<file path="config.mk">
export PLATFORM = sky130hd
export DESIGN_NAME = user_thresh_gate
export DESIGN_NICKNAME = d
export VERILOG_FILES = /design/src/rtl/utg_pkg.sv /design/src/rtl/utg_thresh_reg.sv /design/src/rtl/utg_qualify.sv /design/src/rtl/utg_pick.sv /design/src/rtl/user_thresh_gate.sv
export SDC_FILE = /design/constraint.sdc
export NUM_CORES = 1
export LEC_CHECK = 0
export CAP_MARGIN = 20
export CORE_UTILIZATION = 30
export CTS_BUF_LIST = sky130_fd_sc_hd__clkbuf_2 sky130_fd_sc_hd__clkbuf_4 sky130_fd_sc_hd__clkbuf_8
export CTS_CLUSTER_DIAMETER = 150
export DETAILED_ROUTE_END_ITERATION = 10
export DONT_BUFFER_PORTS = 1
export SLEW_MARGIN = 0
export SYNTH_ARGS = -nofsm -noshare
export SYNTH_HDL_FRONTEND = slang
export SYNTH_HIERARCHICAL = 1
export SYNTH_SLANG_ARGS = --single-unit
</file>
<file path="constraint.sdc">
create_clock -name clk -period 11.68 [get_ports clk]
set_input_delay 2.336 -clock clk [delete_from_list [all_inputs] [get_ports clk]]
set_output_delay 2.336 -clock clk [all_outputs]
set_load 0.02 [all_outputs]
</file>
<file path="src/rtl/utg_pkg.sv">
package utg_pkg;
   localparam int unsigned UTG_KEY_W   = 8;
   localparam logic [7:0]  UTG_KEY_DEF = 8'hA5;

   typedef enum logic [1:0] {
      ACC_NONE  = 2'd0,
      ACC_READ  = 2'd1,
      ACC_WRITE = 2'd2
   } acc_kind_e;
endpackage

</file>
<file path="src/rtl/utg_thresh_reg.sv">
module utg_thresh_reg
   import utg_pkg::*;
#(
   parameter int unsigned DATA_W     = 32,
   parameter int unsigned LVL_W      = 4,
   parameter int unsigned KEY_W      = UTG_KEY_W,
   parameter logic [KEY_W-1:0] KEY   = UTG_KEY_DEF,
   parameter int unsigned THR_LSB    = 4,
   parameter bit          ALLOW_USER = 1'b1
) (
   input  logic              clk,
   input  logic              rst_n,
   input  logic              reg_sel,
   input  logic              reg_wr,
   input  logic              user_mode,
   input  logic [DATA_W-1:0] wdata,
   output logic [DATA_W-1:0] rdata,
   output logic [LVL_W-1:0]  thr
);
   localparam int unsigned KEY_LSB = DATA_W - KEY_W;

   if (THR_LSB + LVL_W > KEY_LSB) begin : g_bad_layout
      $error("threshold field overlaps key byte");
   end

   logic      mode_ok;
   acc_kind_e kind;
   logic      key_hit;
   logic [LVL_W-1:0] thr_q;

   if (ALLOW_USER) begin : g_user_ok
      assign mode_ok = 1'b1;
   end else begin : g_priv_only
      assign mode_ok = ~user_mode;
   end

   always_comb begin
      kind = ACC_NONE;
      if (reg_sel && mode_ok) begin
         kind = reg_wr ? ACC_WRITE : ACC_READ;
      end
   end

   assign key_hit = (wdata[KEY_LSB +: KEY_W] == KEY);

   always_ff @(posedge clk or negedge rst_n) begin
      if (!rst_n) begin
         thr_q <= '0;
      end else if (kind == ACC_WRITE && key_hit) begin
         thr_q <= wdata[THR_LSB +: LVL_W];
      end
   end

   always_comb begin
      rdata = '0;
      if (kind == ACC_READ) begin
         rdata[THR_LSB +: LVL_W] = thr_q;
      end
   end

   assign thr = thr_q;


   key_guard_chk: assert property (@(posedge clk) disable iff (!rst_n)
      (reg_sel && reg_wr && wdata[KEY_LSB +: KEY_W] != KEY) |=> $stable(thr_q));


   thr_hold_chk: assert property (@(posedge clk) disable iff (!rst_n)
      !(reg_sel && reg_wr) |=> $stable(thr_q));


   read_zero_chk: assert property (@(posedge clk) disable iff (!rst_n)
      (rdata[DATA_W-1:THR_LSB+LVL_W] == '0));
endmodule

</file>
<file path="src/rtl/utg_qualify.sv">
module utg_qualify #(
   parameter int unsigned N_SRC = 8,
   parameter int unsigned LVL_W = 4
) (
   input  logic                   clk,
   input  logic                   rst_n,
   input  logic [N_SRC-1:0]       req,
   input  logic [N_SRC*LVL_W-1:0] lvl,
   input  logic [N_SRC-1:0]       dis,
   input  logic [LVL_W-1:0]       thr,
   input  logic [LVL_W-1:0]       sr_lvl,
   output logic [N_SRC-1:0]       qual
);
   for (genvar i = 0; i < N_SRC; i++) begin : g_src
      logic [LVL_W-1:0] l;
      assign l       = lvl[i*LVL_W +: LVL_W];
      assign qual[i] = req[i] & ~dis[i] & (l > thr) & (l > sr_lvl);
   end


   full_thr_chk: assert property (@(posedge clk) disable iff (!rst_n)
      (thr == '1) |-> (qual == '0));
endmodule

</file>
<file path="src/rtl/utg_pick.sv">
module utg_pick #(
   parameter int unsigned N_SRC = 8,
   parameter int unsigned LVL_W = 4,
   parameter int unsigned SRC_W = 3
) (
   input  logic                   clk,
   input  logic                   rst_n,
   input  logic [N_SRC-1:0]       qual,
   input  logic [N_SRC*LVL_W-1:0] lvl,
   input  logic                   nmi,
   output logic                   acc_valid,
   output logic                   acc_nmi,
   output logic [LVL_W-1:0]       acc_lvl,
   output logic [SRC_W-1:0]       acc_src
);
   logic             found;
   logic [LVL_W-1:0] best_lvl;
   logic [SRC_W-1:0] best_src;

   always_comb begin
      found    = 1'b0;
      best_lvl = '0;
      best_src = '0;
      for (int i = 0; i < N_SRC; i++) begin
         if (qual[i] && (!found || lvl[i*LVL_W +: LVL_W] > best_lvl)) begin
            found    = 1'b1;
            best_lvl = lvl[i*LVL_W +: LVL_W];
            best_src = SRC_W'(i);
         end
      end
   end

   always_ff @(posedge clk or negedge rst_n) begin
      if (!rst_n) begin
         acc_valid <= 1'b0;
         acc_nmi   <= 1'b0;
         acc_lvl   <= '0;
         acc_src   <= '0;
      end else if (nmi) begin
         acc_valid <= 1'b1;
         acc_nmi   <= 1'b1;
         acc_lvl   <= '1;
         acc_src   <= '0;
      end else begin
         acc_valid <= found;
         acc_nmi   <= 1'b0;
         acc_lvl   <= best_lvl;
         acc_src   <= best_src;
      end
   end


   nmi_wins_chk: assert property (@(posedge clk) disable iff (!rst_n)
      nmi |=> (acc_valid && acc_nmi && acc_lvl == '1));


   idle_quiet_chk: assert property (@(posedge clk) disable iff (!rst_n)
      (!nmi && qual == '0) |=> (!acc_valid && acc_lvl == '0 && acc_src == '0));
endmodule

</file>
<file path="src/rtl/user_thresh_gate.sv">
module user_thresh_gate
   import utg_pkg::*;
#(
   parameter int unsigned N_SRC      = 8,
   parameter int unsigned LVL_W      = 4,
   parameter int unsigned DATA_W     = 32,
   parameter int unsigned THR_LSB    = 4,
   parameter logic [7:0]  KEY        = UTG_KEY_DEF,
   parameter bit          ALLOW_USER = 1'b1,
   localparam int unsigned SRC_W     = (N_SRC > 1) ? $clog2(N_SRC) : 1
) (
   input  logic                   clk,
   input  logic                   rst_n,
   input  logic                   reg_sel,
   input  logic                   reg_wr,
   input  logic                   user_mode,
   input  logic [DATA_W-1:0]      wdata,
   output logic [DATA_W-1:0]      rdata,
   input  logic [N_SRC-1:0]       irq_req,
   input  logic [N_SRC*LVL_W-1:0] irq_lvl,
   input  logic [N_SRC-1:0]       irq_mask,
   input  logic [LVL_W-1:0]       sr_lvl,
   input  logic                   nmi,
   output logic                   acc_valid,
   output logic                   acc_nmi,
   output logic [LVL_W-1:0]       acc_lvl,
   output logic [SRC_W-1:0]       acc_src
);
   if (N_SRC < 2) begin : g_bad_nsrc
      $error("at least two sources required");
   end
   if (LVL_W < 2) begin : g_bad_lvl
      $error("level width too small");
   end

   logic [LVL_W-1:0] thr;
   logic [N_SRC-1:0] qual;

   utg_thresh_reg #(
      .DATA_W(DATA_W), .LVL_W(LVL_W), .KEY_W(UTG_KEY_W), .KEY(KEY),
      .THR_LSB(THR_LSB), .ALLOW_USER(ALLOW_USER)
   ) u_reg (
      .clk(clk), .rst_n(rst_n), .reg_sel(reg_sel), .reg_wr(reg_wr),
      .user_mode(user_mode), .wdata(wdata), .rdata(rdata), .thr(thr)
   );

   utg_qualify #(.N_SRC(N_SRC), .LVL_W(LVL_W)) u_qual (
      .clk(clk), .rst_n(rst_n), .req(irq_req), .lvl(irq_lvl),
      .dis(irq_mask), .thr(thr), .sr_lvl(sr_lvl), .qual(qual)
   );

   utg_pick #(.N_SRC(N_SRC), .LVL_W(LVL_W), .SRC_W(SRC_W)) u_pick (
      .clk(clk), .rst_n(rst_n), .qual(qual), .lvl(irq_lvl), .nmi(nmi),
      .acc_valid(acc_valid), .acc_nmi(acc_nmi), .acc_lvl(acc_lvl),
      .acc_src(acc_src)
   );


   above_both_chk: assert property (@(posedge clk) disable iff (!rst_n)
      (acc_valid && !acc_nmi) |-> (acc_lvl > $past(thr) && acc_lvl > $past(sr_lvl)));
endmodule

</file>
Word-level counts from Yosys, hierarchy flattened
Cells that the tools add are included.
Storage, ports and cells
  register bits: 13
  input port bits: 90
  output and inout port bits: 41
  logic and storage cells: 115
Operators by class
  $lt $le $gt $ge: 23
  equality and inequality tests: 3
  multiplexer cells: 30
  bitwise logic cells: 32
  reductions and logical operators: 22
Operator list (number)
  4-bit greater-than comparator: 23
  4-bit 2-to-1 mux: 10
  1-bit bitwise AND: 24
  3-bit 2-to-1 mux: 5
  1-bit 2-to-1 mux: 11
  8-bit equality test, second input constant: 1
  1-bit logical AND: 8
  2-bit 2-to-1 mux: 4
  1-bit inverter: 8
  1-bit logical NOT: 7
  1-bit logical OR: 7
  2-bit by 1-bit equality test with 1-bit output, second input constant: 1
  2-bit equality test, second input constant: 1

Logic depth before layout (Yosys ltp)
Gate-level depths: netlist of the first run.
  depth in word-level cells: 34
  mapped depth: 57
  gate-level depth less buffers: 53

By module
The synthesis of the first run kept the hierarchy.
By module, submodules not included
  utg_pick: instances 1, cells an instance 233, area each 1804.2 um^2, seq. area each 225.2 um^2
  utg_qualify: instances 1, cells an instance 167, area each 1438.9 um^2, seq. area each 0.0 um^2
  utg_thresh_reg: instances 1, cells an instance 46, area each 435.4 um^2, seq. area each 100.1 um^2

Worst setup path before layout of the first run
OpenSTA, ideal clock, no wires.
  path type: input-to-reg
  from: in sr_lvl[1]
  to: reg u_pick.acc_lvl[0]
  setup time: 0.104 ns
  arrival: 12.204 ns
  data required time: 11.576 ns
  slack: -0.628 ns
  stages: 52
  path buffers: 3
  path through: inv_1 -> ha_1 -> nor2b_2 -> o211ai_1 -> a22o_1 -> nor2_1 -> buf_2 -> nand2_1 -> ha_1 -> nand2_1 -> o21ba_2 -> o2111ai_1 -> and2_1 -> ha_1 -> nand4_1 -> o21ai_0 -> a211oi_1 -> a31oi_1 -> (+16 left out) -> a21oi_1 -> o21ai_1 -> nor2_1 -> or2_1 -> ha_1 -> and2_1 -> o21ai_0 -> a32oi_1 -> o21ai_4 -> and2_4 -> a221o_1 -> ha_1 -> a21oi_1 -> o21ai_0 -> a21o_2 -> buf_6 -> a211o_1 -> o311ai_1
Between the ends
  longest elaborated chain between the ends: 32
  elaborated cells on any way between the ends: 60
  classes of those cells: 15 x order compare; 16 x mux; 8 x bitwise; 21 x reduce/logical
RTL lines
  start: declaration: RTL line user_thresh_gate.sv:22  | input logic [LVL_W-1:0] sr_lvl,
  4-bit greater-than comparator (*): RTL line utg_qualify.sv:17  | assign qual[i] = req[i] & ~dis[i] & (l > thr) & (l > sr_lvl);
  1-bit bitwise AND (*): RTL line utg_qualify.sv:17
  named net qual[0]: RTL line user_thresh_gate.sv:37  | logic [N_SRC-1:0] qual;
  4-bit 2-to-1 mux / 1-bit 2-to-1 mux (equally long branches): RTL line utg_pick.sv:25  | if (qual[i] && (!found || lvl[i*LVL_W +: LVL_W] > best_lvl)) begin
  4-bit greater-than comparator / 1-bit logical NOT (equally long branches): RTL line utg_pick.sv:25
  1-bit logical OR: RTL line utg_pick.sv:25
  1-bit logical AND: RTL line utg_pick.sv:25
  4-bit 2-to-1 mux / 1-bit 2-to-1 mux (equally long branches): RTL line utg_pick.sv:25
  (+17 left out)
  1-bit logical OR: RTL line utg_pick.sv:25
  1-bit logical AND: RTL line utg_pick.sv:25
  4-bit 2-to-1 mux / 1-bit 2-to-1 mux (equally long branches): RTL line utg_pick.sv:25
  4-bit greater-than comparator / 1-bit logical NOT (equally long branches): RTL line utg_pick.sv:25
  1-bit logical OR: RTL line utg_pick.sv:25
  1-bit logical AND: RTL line utg_pick.sv:25
  4-bit 2-to-1 mux (*): RTL line utg_pick.sv:25
  4-bit 2-to-1 mux (*): RTL line utg_pick.sv:39  | end else if (nmi) begin
  end signal: assignment: RTL line utg_pick.sv:47  | acc_lvl <= best_lvl;
  end: declaration: RTL line utg_pick.sv:13  | output logic [LVL_W-1:0] acc_lvl,
The timed path passes the listed nets; every way through them passes the cells marked *.
A chain may end at the register's enable or synchronous reset.

Worst setup path in the final report of the first run
  from: in sr_lvl[1]
  to: reg u_pick.acc_lvl[3]
The elaborated chain is that of the path after synthesis.

==> flow_summary_export.csv, run 1 <==
group,metric,value,unit
outcome,status,"finished with violations",
outcome,violations,"setup timing",
sta,setup_ws,-0.08290,ns
floorplan,rows,40,
worst_setup_path,critPathBufInv,6,
grt,grtUsageTotal,18.29,%
layout,num-fill-cells,1100,
run,cap_violations,0,
worst_setup_path,cpMaxStageDelayCell,"a221o_1",
floorplan,die_w,112.7,µm
layout,fin_area,0.005176,mm²
placement,place_area,0.004378,mm²
detailed_routing,drtIter0Drc,137,
detailed_routing,drtPass1Iterations,4,
floorplan,start_util,30.75,%
clock_tree,cts-root-buf,"clkbuf_8",
clock_tree,cts.sinks,13,
worst_hold_path,worstHoldPathType,"reg2reg",
detailed_routing,viasPerCell,5.614,
sta,slew_headroom,8.930,%
worst_hold_path,worstHoldStart,"u_reg/thr[2]",
sta,setup_viol,6,
pwr,powerDensity,64.75,mW/mm²
layout,drive_gt1_share,40.61,%
placement,gp_congestion,0.8671,
detailed_routing,vias,3784,
logic_synthesis,synth.largest_area_cell,"ha_1",
grt,grt_overflow,0,
logic_synthesis,ys.flop_type,"dfrtp_1",
sta,rsz0062_at_grt,"yes",
logic_synthesis,ys_ff_latch,13,
sta,tns,-0.2291,ns
clock_tree,clockBufferDepth,2,
logic_synthesis,post-synth-top-area-fraction,31.29,%
worst_setup_path,critPathKind,"in2reg",
worst_setup_path,path_depth,54,
logic_synthesis,syn_avg_cell_area,8.248,µm²
floorplan,coreArea,0.01196,mm²
layout,final_util,43.27,%
grt,antenna_found_initial,0,
clock_tree,clock_latency,0.25,ns
sta,clock-skew-final,0.003699,ns
clock_tree,cts_buffers,3,
pwr,ir_worst_vdd,0.02824,mV
grt,grt_max_degree,14,
logic_synthesis,async_reset_ff_share,100.0,%
worst_setup_path,cpLargestDelayFamily,"compound AO/OA/AOI/OAI gates",
placement,hpwl,9396,µm
sta,slew_viol_final,0,
clock_tree,htreeDepth,1,
sta,fmax,0.08501,GHz
worst_setup_path,max_stage_delay,0.35,ns
worst_setup_path,critPathLaunch,"sr_lvl[1]",
sta,worst_pin_slew,1.366,ns
clock_tree,cts_tree,"built",
detailed_routing,ant_nets,0,
layout,syn2layout_area_growth,40.71,%
logic_synthesis,ys_seq_area_share,8.844,%
worst_setup_path,cp-start-kind,"input pin",
worst_setup_path,r2r_end,"u_pick/acc_lvl[3]",
floorplan,die_h,112.7,µm
clock_tree,clk_pin_slew_worst_paths,0.06,ns
sta,min_period,11.76,ns
worst_setup_path,rr_worst_depth,55,
detailed_routing,wl_per_cell,18.25,µm
logic_synthesis,netlist_area,0.003679,mm²
worst_setup_path,reg2reg_slack,1.52,ns
floorplan,io_pins,131,
sta,fin_crit_sh,100.7,%
worst_setup_path,r2r-start,"u_reg/thr[1]",
worst_setup_path,cp.arrival,11.87,ns
logic_synthesis,syn_inst,446,
layout,layout.nets,710,
grt,grt_pass1_wl,18750,µm
logic_synthesis,synth_area_leaders,"ha_1, dfrtp_1, buf_4, a21oi_1, nand4_1",
worst_setup_path,critPathCaptureType,"flop",
floorplan,dieArea,0.01271,mm²
worst_setup_path,cpMostUsedCell,"ha_4",
placement,portBuffers,0,
sta,finalHoldViolations,0,
logic_synthesis,ys_types,61,
detailed_routing,routed_wl,12300,µm
detailed_routing,drc,0,
grt,grt_pass1_vias,3846,
logic_synthesis,synth_edf_count,0,
worst_setup_path,path_max_fanout,6,
worst_setup_path,crit_end,"u_pick/acc_lvl[3]",
layout,antenna_cells,0,
worst_setup_path,crit_required,11.79,ns
pwr,p_leak,0.002221,µW
logic_synthesis,ys_warn_count,6,
-- registers in the layout, indices dropped and copies added, names as in the netlist --
signal	flops
u_pick/acc_src	3
u_pick/acc_valid	1
u_pick/acc_nmi	1
u_pick/acc_lvl	4
u_reg/thr	4
-- layout make-up --
type | instances | area (µm²) | share of cell area [%]
clock buffer | 4 | 48.80 | 0.9427
multi-input combinational | 385 | 3771 | 72.85
timing repair buffer | 87 | 699.4 | 13.51
inverter | 38 | 147.6 | 2.852
tap | 147 | 183.9 | 3.553
sequential | 13 | 325.3 | 6.285
-- worst reg2reg max path: cells and delay by family, from the launching register on --
kind / cells / cell delay (ns)
AO/OA/AOI/OAI: 25 / 4.47
adder cells (fa/ha/maj): 8 / 2.05
buffers and inverters: 7 / 0.87
flip-flops: 1 / 0.36
multiplexers: 1 / 0.30
AND/OR/NAND/NOR: 14 / 1.98
-- cells by family after synthesis --
family	synth area share, %
and+or+nand+nor	20.95
adders and majority gates	31.29
AOI/OAI and AO/OA	25.31
other	0.1019
DFF	8.843
muxes	2.313
buffers and inverters	11.19
-- per-stage QoR --
step	instances	power [µW]	worst slack (ns)	hold WS, ns
after floorplan	473	192.7	-0.1426	0.4949
after global placement	649	230.8	-0.4796	0.5218
final	674	335.1	-0.08290	0.5396
after detailed placement	649	238.4	-0.6279	0.5365
after CTS	660	299.7	0.006215	0.5476
after global routing	674	360.7	-0.5092	0.5721
-- power breakdown --
part	switching, µW	internal, µW	leakage (µW)
Sequential	6.54	49.4	0.000162
Clock	16.9	26.5	0.0000262
Combinational	119	117	0.00203
-- per-layer routing --
metal	global-route usage, %	routed length [µm]	vias up
met5	0	0	-
met4	6.578	452	0
met3	3.482	832	38
met2	33.13	6174	114
met1	21.37	4840	1814
li1	-	-	1818
-- worst min-delay path by stage --
stage / endpoint / slack [ns] / cells past startpoint
finish: u_reg/thr[2] / 0.54 / 1
global placement: u_reg/thr[1] / 0.52 / 1
floorplan: u_reg/thr[1] / 0.49 / 1
CTS: u_reg/thr[2] / 0.55 / 1
detailed placement: u_reg/thr[2] / 0.54 / 1
global route: u_reg/thr[2] / 0.57 / 1
-- cell usage after synthesis, drive strengths merged (2+ instances only) --
| cell type | instances |
|---|---|
| nand4 | 24 |
| and2 | 10 |
| ha | 92 |
| nor3 | 6 |
| a211oi | 10 |
| nor2 | 26 |
| buf | 36 |
| a22o | 6 |
| a21o | 3 |
| or2 | 4 |
| inv | 37 |
| a21boi | 4 |
| and3b | 2 |
| o2111ai | 4 |
| nand3 | 3 |
| o21ai | 9 |
| a41oi | 3 |
| o311ai | 4 |
| a31oi | 11 |
| nor2b | 21 |
| mux2 | 4 |
| nand4b | 8 |
| dfrtp | 13 |
| a221o | 3 |
| nand3b | 2 |
| o211ai | 18 |
| nand2 | 18 |
| o22ai | 5 |
| a211o | 4 |
| a21oi | 35 |
| mux2i | 4 |
-- cells in the final DEF (no fill, tap or decap), types with 5 or more instances in the layout --
| cell | synthesis | layout |
|---|---|---|
| nand4b_1 | 8 | 8 |
| ha_1 | 92 | 77 |
| nor2b_2 | 6 | 5 |
| nor2b_1 | 15 | 11 |
| a21oi_2 | 1 | 12 |
| dfrtp_1 | 13 | 13 |
| a21oi_1 | 34 | 22 |
| o22ai_1 | 5 | 5 |
| a22o_1 | 6 | 6 |
| nor2b_4 | 0 | 5 |
| nor2_1 | 25 | 20 |
| nand4_1 | 24 | 24 |
| and2_4 | 1 | 5 |
| conb_1 | 1 | 28 |
| a31oi_4 | 0 | 5 |
| nand2_1 | 18 | 11 |
| ha_4 | 0 | 13 |
| and2_1 | 9 | 5 |
| inv_1 | 37 | 35 |
| buf_6 | 2 | 9 |
| buf_4 | 29 | 77 |
| a211oi_2 | 1 | 6 |
| o211ai_1 | 18 | 18 |
-- timing repair --
action,in CTS,in global routing
hold buffers,0,0
endpoints found under the hold margin,0,0
gates resized for setup,37,70
pin swaps,19,61
buffers inserted,7,14
setup endpoints to repair,7,7
Power figures use the tool's default switching activity.
==> run 2, diff against run 1 <==
- CORE_UTILIZATION: 30 -> 59
- PLACE_DENSITY: not set -> 0.75
==> flow_summary_export.csv, run 2 (synthesized netlist as in run 1, its figures left out) <==
group,metric,value,unit
outcome,status,"finished with violations",
outcome,violations,"setup timing",
sta,rsz0062_at_grt,"yes",
floorplan,die_h,80.96,µm
run,cap_violations,0,
pwr,total_power,345.9,µW
worst_hold_path,worstHoldStart,"u_reg/thr[3]",
detailed_routing,routed_wl,13500,µm
worst_setup_path,rr_worst_depth,53,
detailed_routing,drtIter0Drc,352,
worst_setup_path,crit_required,11.81,ns
clock_tree,clock_latency,0.25,ns
worst_setup_path,critPathCaptureType,"flop",
grt,antenna_found_initial,0,
worst_setup_path,r2r_end,"u_pick/acc_lvl[0]",
layout,drive_gt1_share,40.49,%
placement,portBuffers,0,
sta,slew_viol_final,0,
sta,clock-skew-final,0.004380,ns
worst_setup_path,r2r-start,"u_reg/thr[1]",
sta,setup_ws,-0.2745,ns
worst_setup_path,cp.arrival,12.09,ns
worst_hold_path,worstHoldPathType,"reg2reg",
detailed_routing,wl_per_cell,22.27,µm
floorplan,io_pins,131,
clock_tree,cts.sinks,13,
worst_hold_path,hold_path_depth,1,
worst_setup_path,critPathKind,"in2reg",
sta,tns,-1.531,ns
sta,slew_headroom,18.64,%
grt,grtUsageTotal,36.54,%
sta,worst_pin_slew,1.220,ns
grt,grt_pass1_wl,18660,µm
worst_hold_path,min_to,"u_reg/thr[3]",
worst_setup_path,path_max_fanout,6,
worst_setup_path,cpMostUsedCell,"ha_4",
clock_tree,clockBufferDepth,2,
clock_tree,clk_pin_slew_worst_paths,0.06,ns
placement,gp_congestion,0.9023,
layout,antenna_cells,0,
grt,grt_pass1_vias,4035,
layout,num-fill-cells,313,
floorplan,die_w,80.96,µm
grt,grt_max_degree,14,
layout,syn2layout_area_growth,37.52,%
detailed_routing,viasPerCell,6.939,
sta,setup_viol,7,
worst_setup_path,cp-start-kind,"input pin",
floorplan,coreArea,0.005956,mm²
floorplan,rows,28,
layout,layout.nets,714,
floorplan,dieArea,0.006555,mm²
clock_tree,htreeDepth,1,
detailed_routing,drc,0,
sta,finalHoldViolations,0,
clock_tree,cts-root-buf,"clkbuf_8",
detailed_routing,drtPass1Iterations,11,
clock_tree,cts_buffers,3,
layout,final_cell_mix,"buf_4, ha_1, inv_1",
detailed_routing,ant_nets,0,
sta,fin_crit_sh,102.4,%
placement,hpwl,8645,µm
worst_setup_path,reg2reg_slack,1.14,ns
worst_setup_path,max_stage_delay,0.37,ns
floorplan,start_util,61.76,%
sta,fmax,0.08365,GHz
detailed_routing,vias,4205,
sta,min_period,11.95,ns
pwr,ir_worst_vdd,0.09213,mV
pwr,p_leak,0.002241,µW
grt,grt_overflow,0,
pwr,powerDensity,68.38,mW/mm²
clock_tree,cts_tree,"built",
layout,layout_commonest_cell,"buf_4",
worst_setup_path,cpMaxStageDelayCell,"a221o_1",
## run 2: cell types whose count changed in the layout (fill, tap and decap cells not counted), moves of 2 or more
cell,previous run,this run
a211oi_2,6,8
a211oi_4,3,1
a31oi_1,3,6
a31oi_2,3,1
buf_4,77,85
buf_6,9,5
nand2_4,3,5
nor3_2,2,4
o21ai_1,1,4
o311ai_1,0,2
o311ai_2,4,2
## run 2: area by class of cell
class | instances | area, µm² | area share [%]
repair buffers | 91 | 714.4 | 14.12
flip-flops and latches | 13 | 325.3 | 6.431
multi-input cells | 385 | 3729 | 73.71
well taps | 75 | 93.84 | 1.855
inverters | 38 | 147.6 | 2.919
clock buffers | 4 | 48.80 | 0.9646
## run 2: worst max-delay path, delay by kind of cell
kind | cells | cell delay [ns]
AOI/OAI and AO/OA | 23 | 4.34
buffers and inverters | 5 | 0.57
muxes | 1 | 0.29
adders and majority gates | 8 | 2.13
and+or+nand+nor | 15 | 2.40
## run 2: repair_timing
action                                  4_1_cts  5_1_grt
hold buffers                                  0        0
pin swaps                                    34       27
endpoints found under the hold margin         0        0
setup buffers                                11       14
endpoints found under the setup margin        7        7
resized for setup                            63       38
## run 2: how the worst max path moves through the flow
stage,startpoint,depth (start not counted),slack (ns),end
2_1_floorplan,sr_lvl[1],51,-0.14,u_pick/acc_lvl[0]
3_3_place_gp,sr_lvl[1],50,-0.45,u_pick/acc_lvl[3]
3_5_place_dp,sr_lvl[1],49,-0.76,u_pick/acc_lvl[0]
4_1_cts,sr_lvl[1],53,0.008,u_pick/acc_lvl[2]
5_1_grt,sr_lvl[1],54,-0.68,u_pick/acc_lvl[1]
6_report,sr_lvl[1],52,-0.27,u_pick/acc_lvl[0]
## run 2: report_power, final
group          leakage, µW  total (µW)  switching [µW]  internal (µW)
clock network    0.0000262        43.9            17.5           26.5
logic              0.00205         246             128            118
registers         0.000162        56.5            7.07           49.4
## run 2: per-layer routing
layer	vias up	wire length (µm)	track usage, %
met4	0	948	16.96
met2	305	6429	64.87
met3	97	1112	5.281
met5	-	0	0
met1	1983	5008	42.90
li1	1820	-	-
## run 2: through the flow
| stage | cell area, µm² | utilization [%] | worst slack (ns) | hold slack (ns) | cells |
|---|---|---|---|---|---|
| 2_1_floorplan | 3964 | - | -0.1426 | 0.4949 | 473 |
| 3_3_place_gp | 4275 | 71.79 | -0.4510 | 0.5146 | 577 |
| 3_5_place_dp | 4275 | 71.79 | -0.7594 | 0.5234 | 577 |
| 4_1_cts | 4753 | 79.81 | 0.008455 | 0.5354 | 592 |
| 5_1_grt | 5059 | 84.94 | -0.6778 | 0.5590 | 606 |
| 6_report | 5059 | 84.94 | -0.2745 | 0.5399 | 606 |
==> run 3, diff against run 2 <==
- CTS_BUF_LIST: sky130_fd_sc_hd__clkbuf_2 sky130_fd_sc_hd__clkbuf_4 sky130_fd_sc_hd__clkbuf_8 -> sky130_fd_sc_hd__clkbuf_2
==> flow_summary_export.csv, run 3 (synthesized netlist as in run 1, its figures left out) <==
group,metric,value,unit
clock_tree,clk_pin_slew_worst_paths,0.14,ns
layout,layout.nets,710,
layout,layout_commonest_cell,"buf_4",
grt,grt_util_met2,63.70,%
pwr,powerDensity,66.04,mW/mm²
worst_setup_path,cpMaxStageDelayCell,"o311ai_2",
floorplan,start_util,61.76,%
floorplan,coreArea,0.005956,mm²
floorplan,die_w,80.96,µm
sta,worst_pin_slew,1.396,ns
pwr,ir_worst_vdd,0.06416,mV
placement,hpwl,8645,µm
worst_setup_path,crit_required,11.82,ns
clock_tree,htreeDepth,1,
detailed_routing,routed_wl,13920,µm
sta,min_period,12.12,ns
detailed_routing,ant_nets,0,
worst_setup_path,path_max_fanout,8,
detailed_routing,drc,0,
worst_hold_path,hold_path_depth,1,
sta,fin_crit_sh,103.8,%
grt,grt_pass1_wl,18360,µm
pwr,total_power,334.7,µW
worst_setup_path,critPathKind,"in2reg",
placement,place_inst,577,
run,cap_violations,0,
grt,antenna_found_initial,0,
grt,grt_overflow,0,
clock_tree,clockBufferDepth,2,
detailed_routing,wl_per_cell,23.13,µm
grt,met1_usage,41.78,%
pwr,p_leak,0.002218,µW
outcome,violations,"setup timing",
layout,fin_area,0.005067,mm²
worst_hold_path,worstHoldStart,"u_reg/thr[3]",
floorplan,die_h,80.96,µm
outcome,status,"finished with violations",
worst_setup_path,r2r-start,"u_reg/thr[1]",
worst_setup_path,r2r_end,"u_pick/acc_lvl[3]",
sta,fmax,0.08249,GHz
worst_hold_path,worstHoldPathType,"reg2reg",
sta,rsz0062_at_grt,"yes",
worst_setup_path,cpLargestDelayFamily,"compound AO/OA/AOI/OAI gates",
sta,setup_ws,-0.4423,ns
worst_setup_path,rr_worst_depth,54,
floorplan,dieArea,0.006555,mm²
grt,met3_usage,5.618,%
placement,portBuffers,0,
layout,drive_gt1_share,41.37,%
sta,slew_viol_final,0,
layout,final_cell_mix,"buf_4, ha_1, inv_1",
layout,syn2layout_area_growth,37.76,%
detailed_routing,vias,4266,
worst_hold_path,min_to,"u_reg/thr[3]",
sta,setup_viol,7,
worst_setup_path,critPathBufInv,6,
sta,slew_headroom,6.963,%
grt,grt_pass1_vias,4002,
clock_tree,cts-root-buf,"clkbuf_2",
detailed_routing,drtIter0Drc,392,
floorplan,io_pins,131,
grt,grt_max_degree,14,
detailed_routing,drtPass1Iterations,5,
grt,busiest_layer,"met2",
floorplan,rows,28,
worst_setup_path,reg2reg_slack,0.85,ns
grt,grtUsageTotal,35.93,%
layout,final_util,85.08,%
placement,place_area,0.004275,mm²
clock_tree,cts.sinks,13,
worst_setup_path,cp.arrival,12.26,ns
clock_tree,cts_buffers,3,
detailed_routing,viasPerCell,7.086,
sta,finalHoldViolations,0,
sta,clock-skew-final,0.01130,ns
worst_setup_path,max_stage_delay,0.40,ns
layout,final_cells,602,
placement,gp_congestion,0.9023,
clock_tree,hold_buffers,0,
layout,antenna_cells,0,
clock_tree,clock_latency,0.28,ns
clock_tree,cts_tree,"built",
worst_setup_path,cp-start-kind,"input pin",
worst_setup_path,critPathCaptureType,"flop",
run 3: changes by cell type in the layout (fill, tap and decap cells not counted), sizes merged:
cell  previous run  this run
buf             91        87
run 3: worst reg2reg max path, delay by kind of cell, from the launching register on:
kind,cells,cell delay (ns)
fa+ha+maj,8,2.07
buf+inv,7,1.15
flops,1,0.42
compound gates,23,4.64
simple gates,15,2.14
mux,1,0.29
run 3: per-stage QoR:
stage               hold slack, ns  TNS [ns]  worst slack (ns)
floorplan                   0.4949   -0.7025           -0.1426
global placement            0.5146    -2.760           -0.4510
detailed placement          0.5234    -4.895           -0.7594
CTS                         0.5528         0           0.03890
global route                0.5799    -3.702           -0.7364
finish                      0.5546    -1.709           -0.4423
run 3: worst max path at each step:
| stage | from | to | slack (ns) | depth (start not counted) |
|---|---|---|---|---|
| final | sr_lvl[1] | u_pick/acc_lvl[3] | -0.44 | 53 |
| after floorplan | sr_lvl[1] | u_pick/acc_lvl[0] | -0.14 | 51 |
| after detailed placement | sr_lvl[1] | u_pick/acc_lvl[0] | -0.76 | 49 |
| after global placement | sr_lvl[1] | u_pick/acc_lvl[3] | -0.45 | 50 |
| after CTS | sr_lvl[1] | u_pick/acc_lvl[2] | 0.04 | 54 |
| after global routing | sr_lvl[1] | u_pick/acc_lvl[3] | -0.74 | 51 |
run 3: final cells by class:
class	instances	area (µm²)
Clock buffer	4	20.02
Timing Repair Buffer	87	688.2
Sequential cell	13	325.3
Tap cell	75	93.84
Fill cell	328	888.4
Multi-Input combinational cell	385	3792
Inverter	38	147.6
run 3: routing by layer:
metal	part of all wire (%)	up-vias	wire length [µm]
met5	0	-	0
met4	5.9	0	816
met3	9.4	105	1315
met2	48	315	6732
met1	36	2029	5059
li1	-	1817	-
run 3: repair_timing:
action | 4_1_cts | 5_1_grt
setup buffers | 10 | 11
pin swaps | 33 | 29
setup endpoints to repair | 7 | 7
resized for setup | 64 | 49
run 3: power breakdown:
part	internal [µW]	total (µW)	leakage, µW	switching [µW]
clock	9.08	24.9	0.0000166	15.9
sequential	49.3	56.3	0.000162	6.96
combinational	119	253	0.00204	134
